===== config.mk =====
export PLATFORM = sky130hd
export DESIGN_NAME = stepseq_top
export DESIGN_NICKNAME = d
export VERILOG_FILES = /design/src/rtl/stepseq_pkg.sv /design/src/rtl/stepseq_step_ctr.sv /design/src/rtl/stepseq_phase_acc.sv /design/src/rtl/stepseq_chan_map.sv /design/src/rtl/stepseq_top.sv
export SDC_FILE = /design/constraint.sdc
export NUM_CORES = 1
export LEC_CHECK = 0
export ABC_AREA = 1
export CORE_UTILIZATION = 56
export CTS_CLUSTER_DIAMETER = 40
export DETAILED_ROUTE_END_ITERATION = 8
export MAX_ROUTING_LAYER = met4
export PLACE_DENSITY = 0.88
export SYNTH_ARGS = -nofsm -noshare
export SYNTH_HDL_FRONTEND = slang
export SYNTH_HIERARCHICAL = 1
export SYNTH_SLANG_ARGS = --single-unit

===== constraint.sdc =====
create_clock -name clk -period 3.7 [get_ports clk]
set_input_delay 0.74 -clock clk [delete_from_list [all_inputs] [get_ports clk]]
set_output_delay 0.74 -clock clk [all_outputs]
set_load 0.03 [all_outputs]

===== src/rtl/stepseq_pkg.sv =====
package stepseq_pkg;
  localparam int PH_W   = 3;
  localparam int STEP_W = 6;
  localparam int LEN_W  = STEP_W + 1;

  typedef enum logic [1:0] {SPP_8 = 2'd0, SPP_16 = 2'd1, SPP_32 = 2'd2, SPP_64 = 2'd3} spp_e;
  typedef enum logic {DIR_UP = 1'b0, DIR_DOWN = 1'b1} dir_e;

  typedef struct packed {
    dir_e dir;
    spp_e spp;
    logic two_unit;
    logic square;
  } run_cfg_t;

  function automatic logic [LEN_W-1:0] spp_len(spp_e sel);
    logic [LEN_W-1:0] base;
    base = LEN_W'(8);
    return base << sel;
  endfunction
endpackage


===== src/rtl/stepseq_step_ctr.sv =====
module stepseq_step_ctr
  import stepseq_pkg::*;
(
  input  logic              clk,
  input  logic              rst_n,
  input  logic              clr_i,
  input  logic              adv_i,
  input  dir_e              dir_i,
  input  spp_e              spp_i,
  input  logic              two_unit_i,
  input  logic              square_i,
  output logic [STEP_W-1:0] step_o,
  output logic              wrap_o
);
  logic [LEN_W-1:0] len, unit, cur, sum, nxt;
  logic             wrap;

  always_comb begin
    len  = spp_len(spp_i);
    unit = two_unit_i ? LEN_W'(2) : LEN_W'(1);
    cur  = {1'b0, step_o};
    sum  = cur + unit;
    nxt  = cur;
    wrap = 1'b0;
    if (square_i) begin
      nxt  = '0;
      wrap = 1'b1;
    end else if (dir_i == DIR_UP) begin
      if (sum >= len) begin
        nxt  = sum - len;
        wrap = 1'b1;
      end else begin
        nxt = sum;
      end
    end else begin
      if (cur < unit) begin
        nxt  = cur + len - unit;
        wrap = 1'b1;
      end else begin
        nxt = cur - unit;
      end
    end
  end

  assign wrap_o = adv_i & wrap;

  always_ff @(posedge clk or negedge rst_n) begin
    if (!rst_n)      step_o <= '0;
    else if (clr_i)  step_o <= '0;
    else if (adv_i)  step_o <= nxt[STEP_W-1:0];
  end
endmodule


===== src/rtl/stepseq_phase_acc.sv =====
module stepseq_phase_acc
  import stepseq_pkg::*;
#(
  parameter int CNT_W = 16
) (
  input  logic             clk,
  input  logic             rst_n,
  input  logic             clr_i,
  input  logic             wrap_i,
  input  dir_e             dir_i,
  input  logic [CNT_W-1:0] limit_i,
  output logic [PH_W-1:0]  base_o,
  output logic             finish_o
);
  logic [CNT_W-1:0] moved;

  assign finish_o = wrap_i && (limit_i != '0) && ((moved + CNT_W'(1)) == limit_i);

  always_ff @(posedge clk or negedge rst_n) begin
    if (!rst_n) begin
      base_o <= '0;
      moved  <= '0;
    end else if (clr_i) begin
      base_o <= '0;
      moved  <= '0;
    end else if (wrap_i) begin
      base_o <= (dir_i == DIR_UP) ? base_o + PH_W'(1) : base_o - PH_W'(1);
      moved  <= moved + CNT_W'(1);
    end
  end
endmodule


===== src/rtl/stepseq_chan_map.sv =====
module stepseq_chan_map
  import stepseq_pkg::*;
#(
  parameter int NUM_CH = 4
) (
  input  logic [NUM_CH*PH_W-1:0] starts_i,
  input  logic [PH_W-1:0]        base_i,
  input  logic                   square_i,
  output logic [NUM_CH*PH_W-1:0] phase_o,
  output logic [NUM_CH-1:0]      level_o
);
  for (genvar c = 0; c < NUM_CH; c++) begin : g_ch
    logic [PH_W-1:0] ph;
    assign ph = starts_i[c*PH_W +: PH_W] + base_i;
    assign phase_o[c*PH_W +: PH_W] = ph;
    assign level_o[c] = square_i & ~ph[PH_W-1];
  end
endmodule


===== src/rtl/stepseq_top.sv =====
module stepseq_top
  import stepseq_pkg::*;
#(
  parameter int NUM_CH = 4,
  parameter int CNT_W  = 16
) (
  input  logic                   clk,
  input  logic                   rst_n,
  input  logic                   enable_i,
  input  logic                   step_tick_i,
  input  logic                   dir_i,
  input  logic [1:0]             spp_sel_i,
  input  logic                   two_unit_i,
  input  logic                   square_i,
  input  logic [CNT_W-1:0]       phase_count_i,
  input  logic [NUM_CH*3-1:0]    start_phase_i,
  output logic [NUM_CH*3-1:0]    ch_phase_o,
  output logic [5:0]             step_o,
  output logic [NUM_CH-1:0]      sq_level_o,
  output logic                   busy_o,
  output logic                   done_o
);
  localparam int ST_W = NUM_CH * PH_W;

  run_cfg_t         cfg_q;
  logic [CNT_W-1:0] limit_q;
  logic [ST_W-1:0]  starts_q;
  logic             en_q, running, finish, wrap, advance, launch;
  logic [PH_W-1:0]  base;

  assign launch  = enable_i & ~en_q;
  assign advance = running & enable_i & step_tick_i & ~launch;

  always_ff @(posedge clk or negedge rst_n) begin
    if (!rst_n) begin
      en_q     <= 1'b0;
      running  <= 1'b0;
      done_o   <= 1'b0;
      cfg_q    <= '{dir: DIR_UP, spp: SPP_8, two_unit: 1'b0, square: 1'b0};
      limit_q  <= '0;
      starts_q <= '0;
    end else begin
      en_q   <= enable_i;
      done_o <= finish;
      if (launch) begin
        running  <= 1'b1;
        cfg_q    <= '{dir: dir_e'(dir_i), spp: spp_e'(spp_sel_i),
                      two_unit: two_unit_i, square: square_i};
        limit_q  <= phase_count_i;
        starts_q <= start_phase_i;
      end else if (!enable_i || finish) begin
        running <= 1'b0;
      end
    end
  end

  stepseq_step_ctr u_step (
    .clk        (clk),
    .rst_n      (rst_n),
    .clr_i      (launch),
    .adv_i      (advance),
    .dir_i      (cfg_q.dir),
    .spp_i      (cfg_q.spp),
    .two_unit_i (cfg_q.two_unit),
    .square_i   (cfg_q.square),
    .step_o     (step_o),
    .wrap_o     (wrap)
  );

  stepseq_phase_acc #(.CNT_W(CNT_W)) u_phase (
    .clk      (clk),
    .rst_n    (rst_n),
    .clr_i    (launch),
    .wrap_i   (wrap),
    .dir_i    (cfg_q.dir),
    .limit_i  (limit_q),
    .base_o   (base),
    .finish_o (finish)
  );

  stepseq_chan_map #(.NUM_CH(NUM_CH)) u_map (
    .starts_i (starts_q),
    .base_i   (base),
    .square_i (cfg_q.square),
    .phase_o  (ch_phase_o),
    .level_o  (sq_level_o)
  );

  assign busy_o = running;
endmodule


; Word-level counts from Yosys, hierarchy flattened
; Cells that the tools add are included.
[word_totals]
ff_bits = 61
latch_bits = 0
ramBits = 0
mem_bits_ro = 0
inputBits = 37
output_inout_bits = 24
elab_cells = 69
memories = 0
[op_classes]
add_sub_neg = 12
n_mul = 0
n_div = 0
magnitude_cmp = 2
n_eq_ne = 1
shift = 1
n_mux = 18
n_bitwise = 15
n_reduce_logical = 8
[op_table]
columns = cell, n
row1 = $mux 6, 6
row2 = $mux 16, 2
row3 = $add 16x1->16 const B, 1
row4 = $eq 16x16->1, 1
row5 = $reduce_bool 16->1, 1
row6 = $add 3x3->3, 4
row7 = $sub 6x2->6, 2
row8 = $and 1x1->1, 9
row9 = $mux 3, 3
row10 = $add 6x2->7, 1
row11 = $ge 7x7->1, 1
row12 = $lt 6x7->1, 1
row13 = $shl 4x2->7 const A, 1
row14 = $add 6x6->6, 1
row15 = $mux 1, 6
row16 = $not 1->1, 6
row17 = $reduce_bool 2->1, 3
row18 = $sub 6x6->6, 1
row19 = $add 3x1->3 const B, 1
row20 = $sub 3x1->3 const B, 1
row21 = $logic_and 1x1->1, 2
row22 = $mux 2, 1
row23 = $logic_not 1->1, 1
row24 = $logic_or 1x1->1, 1

; Logic depth before layout (Yosys ltp)
[logic_depth]
word_depth = 12
depth_mapped = 25
depth_no_buf = 25

; Hierarchy
; The synthesis kept the hierarchy.
[by_module_without_submodules]
columns = module, instances, cells_each, area_each_um2, seq_area_each_um2
row1 = stepseq_phase_acc, 1, 224, 1522.7, 475.5
row2 = stepseq_top, 1, 152, 1450.1, 900.9
row3 = stepseq_step_ctr, 1, 195, 1173.6, 150.1
row4 = stepseq_chan_map, 1, 59, 339.1, 0.0

; Least setup slack after synthesis
; Ideal clock, no wire load.
[synth_timing]
path_type = reg-to-reg
startpoint = register cfg_q[1] (netlist bit)
endpoint = register u_phase.moved[10]
setup_ns = 0.141
arrival_ns = 3.289
t_required_ns = 3.559
path_slack_ns = 0.270
path_stages_with_launch = 20
path_buffers = 1
synth_period_minus_slack_ns = 3.430
cell_sequence = dfrtp_1 > inv_1 > ha_1 > fa_1 > nand3_1 > xor2_1 > inv_1 > ha_1 > nand2_1 > nand2_1 > nand2_1 > nand2_1 > nor2_2 > a21oi_1 > o21a_1 > inv_1 > nor2_1 > inv_1 > clkbuf_1 > o22ai_1
[synth_via]
elab_chain_cells = 8
word_cells_on_any_way = 10
cone_classes = 1 x add/sub / 2 x order compare / 5 x mux / 1 x bitwise / 1 x reduce/logical
[synth_rtl]
columns = item, line_no
row1 = start: declaration, stepseq_top.sv:25  ; run_cfg_t cfg_q;
row2 = start signal: assignment, stepseq_top.sv:39  ; cfg_q <= '{dir: DIR_UP, spp: SPP_8, two_unit: 1'b0, square: 1'b0};
row3 = start signal: assignment, stepseq_top.sv:47  ; cfg_q <= '{dir: dir_e'(dir_i), spp: spp_e'(spp_sel_i),
row4 = $mux 2 (*), stepseq_step_ctr.sv:20  ; unit = two_unit_i ? LEN_W'(2) : LEN_W'(1);
row5 = $add 6x2->7, stepseq_step_ctr.sv:22  ; sum = cur + unit;
row6 = $ge 7x7->1, stepseq_step_ctr.sv:29  ; if (sum >= len) begin
row7 = $mux 1, stepseq_step_ctr.sv:29
row8 = $mux 1 (*), stepseq_step_ctr.sv:28  ; end else if (dir_i == DIR_UP) begin
row9 = $mux 1 (*), stepseq_step_ctr.sv:25  ; if (square_i) begin
row10 = $and 1x1->1 (*), stepseq_step_ctr.sv:45  ; assign wrap_o = adv_i & wrap;
row11 = named net wrap, stepseq_top.sv:28  ; logic en_q, running, finish, wrap, advance, launch;
row12 = $reduce_bool 2->1 (no source line) (*), n/a
row13 = end signal: assignment, stepseq_phase_acc.sv:28  ; moved <= moved + CNT_W'(1);
row14 = end: declaration, stepseq_phase_acc.sv:15  ; logic [CNT_W-1:0] moved;
; The timed path passes the listed nets; every way through them passes the cells marked *.
; A chain may end at the register's enable or synchronous reset.

; Final worst setup path
[layout_timing]
startpoint = register cfg_q[1] (netlist bit)
endpoint = register running, in the netlist busy_o
[layout_via]
elab_chain_cells = 11
word_cells_on_any_way = 13
cone_classes = 1 x add/sub / 2 x order compare / 5 x mux / 1 x bitwise / 4 x reduce/logical
[layout_rtl]
columns = item, line_no
row1 = $mux 2 (*), stepseq_step_ctr.sv:20
row2 = $add 6x2->7, stepseq_step_ctr.sv:22
row3 = $ge 7x7->1, stepseq_step_ctr.sv:29
row4 = $mux 1, stepseq_step_ctr.sv:29
row5 = $mux 1 (*), stepseq_step_ctr.sv:28
row6 = $mux 1 (*), stepseq_step_ctr.sv:25
row7 = $and 1x1->1 (*), stepseq_step_ctr.sv:45
row8 = named net wrap, stepseq_top.sv:28
row9 = $logic_and 1x1->1 (*) (2 in series), stepseq_phase_acc.sv:17  ; assign finish_o = wrap_i && (limit_i != '0) && ((moved + CNT_W'(1)) == limit_i);
row10 = named net finish, stepseq_top.sv:28
row11 = $logic_or 1x1->1 (*), stepseq_top.sv:51  ; end else if (!enable_i || finish) begin
row12 = $reduce_bool 2->1 (no source line) (*), n/a
row13 = end signal: assignment, stepseq_top.sv:37  ; running <= 1'b0;
row14 = end signal: assignment, stepseq_top.sv:46  ; running <= 1'b1;
row15 = end signal: assignment, stepseq_top.sv:52  ; running <= 1'b0;
row16 = end: declaration, stepseq_top.sv:28
; Marks and branches as above.

==> metrics.cfg <==
[drt]
drt-pass1-iter-count = 5
routed_via_density = 5.51
drt-total-wl_um = 11700
ant_nets = 0
drc_errors = 0
dr.first_iter.drc_count = 334
wire_per_inst_um = 14.6
num_vias = 4413

[sta]
layout_setup_ws_ns = 0.284
max_freq_ghz = 0.293
slew_viol_final = 0
final.min_clock_period_ns = 3.42
finClkSkew_ns = 0.0141
period_share_pct = 92.3
rsz0062_at_grt = false
hold_ws_ns = 0.321
hold_viol_final = 0
finalSetupTns_ns = 0
setup_viol = 0
slew_headroom_pct = 68.1
worst_pin_slew_ns = 0.479

[critical_path]
critPathKind = reg -> reg
startpoint_type = register
cp_data_required_time_ns = 3.91
reg2reg_depth = 25
r2r_setup_slack_ns = 0.28
crit_fanout = 5
end_kind = register
arrival_ns = 3.63
r2r-end = busy_o
rr_startpoint = cfg_q[1]

[floorplan]
io_pins = 61
fp.dieW_um = 91.5
dieArea_um2 = 8370
rows = 32
start_util_pct = 58.0
core_area_um2 = 7730
die_h_um = 91.5

[place]
placed_area_um2 = 5140
io_buffers = 60
gp_congestion = 0.930
pre_cts_ws_ns = 0.0348
dp_hpwl_um = 8570

[pwr]
switching_share_pct = 37.9
power_density_nw_per_um2 = 433
power_frac_clock_pct = 28.8
vdd_ir_drop_max_v = 0.000422
seqPwrFrac_pct = 34.5
p_comb_share_pct = 36.7
p_sw_uw = 889
leakagePower_nw = 2.77
internal_power_mw = 1.46
finalPower_mw = 2.34

[flow_run]
drv_cap = 0

[yosys]
synth_nets = 695
synth-seq-area-share_pct = 34.0
synth_area_um2 = 4490
ys_warn_count = 6
synth_cell_types = 39
yosys_register_bits = 61
synth_area_leaders = dfrtp_1 (34%), nand2_1 (18%), nand3_1 (9.1%)
syn_avg_cell_area_um2 = 7.12
synth.top_cell.area_share_pct = 34.0
synth.largest_area_cell = dfrtp_1
synth_cells = 630

[clock_network]
clk_latency_ns = 0.35
cts_tree = built
cts-buffers-inserted = 9
clk_pin_slew_ns = 0.08
cts_hold_buf = 0
cts_root_buf = clkbuf_8
clock-sinks = 61
clockBufferDepth = 2
htreeDepth = 3

[global_routing]
gr-usage-all-layers_pct = 30.8
grt_antenna_before_repair = 0
grt_pass1_vias = 4352
gr-total-overflow = 0
grt_pass1_wl_um = 19800
grt_max_degree = 36

[cells_and_area]
fin_area_um2 = 5410
finalNetCount = 759
syn2layout_area_growth_pct = 20.6
layout-drive-gt1-share_pct = 9.44
antenna_cells = 0

[outcome]
status = finished clean

[worst_hold_path]
hold_class = in -> async

-- layout make-up --
class | count | area [um2]
Sequential cell | 61 | 1530
Multi-Input combinational cell | 465 | 2540
Tap cell | 102 | 128
Inverter | 89 | 337
Fill cell | 608 | 2320
Timing Repair Buffer | 68 | 656
Clock inverter | 7 | 98.8
Clock buffer | 9 | 124
-- state kept, by name, indices dropped and copies added (netlist names) --
| name | cells |
|---|---|
| limit_q | 16 |
| u_phase/moved | 16 |
| starts_q | 12 |
| u_step/step_o | 6 |
| cfg_q | 5 |
| u_phase/base_o | 3 |
| busy_o | 1 |
| done_o | 1 |
| en_q | 1 |
-- worst max-delay path by stage --
stage             start                end  cells after the start
2_1_floorplan  cfg_q[1]  u_phase/moved[10]                     19
3_3_place_gp   cfg_q[1]   u_phase/moved[7]                     18
3_5_place_dp   cfg_q[1]             busy_o                     21
4_1_cts        cfg_q[1]             busy_o                     21
5_1_grt        cfg_q[1]             busy_o                     25
6_report       cfg_q[1]             busy_o                     25
-- synth_stat cells, drive strengths merged --
| library cell | number |
|---|---|
| nand2 | 225 |
| inv | 89 |
| nand3 | 83 |
| dfrtp | 61 |
| nor2 | 52 |
| ha | 21 |
| o21ai | 18 |
| buf | 12 |
| nand3b | 10 |
| o22ai | 10 |
| xor2 | 9 |
| a21oi | 8 |
| nand4 | 8 |
| fa | 7 |
| clkbuf | 3 |
| nor3 | 3 |
| xnor2 | 2 |
| a21boi | 1 |
| a31oi | 1 |
| and2 | 1 |
| o211ai | 1 |
| o21a | 1 |
| o31ai | 1 |
| or2 | 1 |
| xnor3 | 1 |
| xor3 | 1 |
-- logic make-up after synthesis --
| group | after synthesis | synth area share (%) |
|---|---|---|
| xor gates and xnor gates | 13 | 3.18 |
| adders and majority gates | 28 | 8.98 |
| DFF | 61 | 34.0 |
| and+or+nand+nor | 383 | 38.2 |
| buffers and inverters | 104 | 10.3 |
| AOI/OAI and AO/OA | 41 | 5.36 |
-- timing repair --
item | in CTS | in global routing
hold endpoints to repair | 0 | 0
setup endpoints to repair | 0 | 20
gates resized for setup | 0 | 12
setup buffers | 0 | 1
-- worst max-delay path: stages, from the launching register on --
cell and delay [ns]:
dfrtp_2 0.41, inv_1 0.08, buf_4 0.16, ha_4 0.22
inv_1 0.08, nand3_1 0.10, nand2_1 0.11, nand4_1 0.11
and2_1 0.18, ha_1 0.31, nand2_1 0.09, inv_1 0.08
nand2_1 0.07, nand2_1 0.08, nor2_2 0.06, a21oi_2 0.12
o21a_1 0.14, o21ai_0 0.08, nor3_1 0.14, nand2_1 0.07
nor2_1 0.08, nand3_1 0.07, nor2_1 0.12, nand3_1 0.11
nor2_2 0.12, o21ai_0 0.10
-- stage by stage --
stage,util [%],std cells
6_report,70.0,801
2_1_floorplan,-,630
4_1_cts,69.3,800
5_1_grt,70.0,801
3_3_place_gp,66.5,784
3_5_place_dp,66.5,784
-- power groups by stage --
stage	logic (mW)	registers, mW	clock network, mW
6_report	0.861	0.809	0.675
5_1_grt	0.949	0.820	0.712
4_1_cts	0.842	0.808	0.676
3_5_place_dp	0.830	0.821	0
3_3_place_gp	0.807	0.817	0
2_1_floorplan	0.554	0.802	0
-- layout by cell type (no fill, tap or decap), types with 7 or more instances in the layout --
cell type        Yosys  layout
a21oi_1              8       7
buf_4                5       8
clkbuf_8             0       9
clkdlybuf4s50_1      0      59
dfrtp_1             61      58
ha_1                21      19
inv_1               85      84
nand2_1            213     213
nand2_2             10      10
nand3_1             82      81
nand3b_1            10      10
nand4_1              8       8
nor2_1              43      41
nor2_2               5       7
o21ai_0             15      15
o22ai_1             10      10
xor2_1               9       8
-- routing by layer --
layer	global-route usage (%)	wire length (um)	up-vias
li1	-	-	2124
met1	38.9	5010	2049
met2	49.6	5630	208
met3	5.19	781	32
met4	12.0	255	0
met5	-	0	-
No activity file was read; power rests on OpenSTA's default activity.
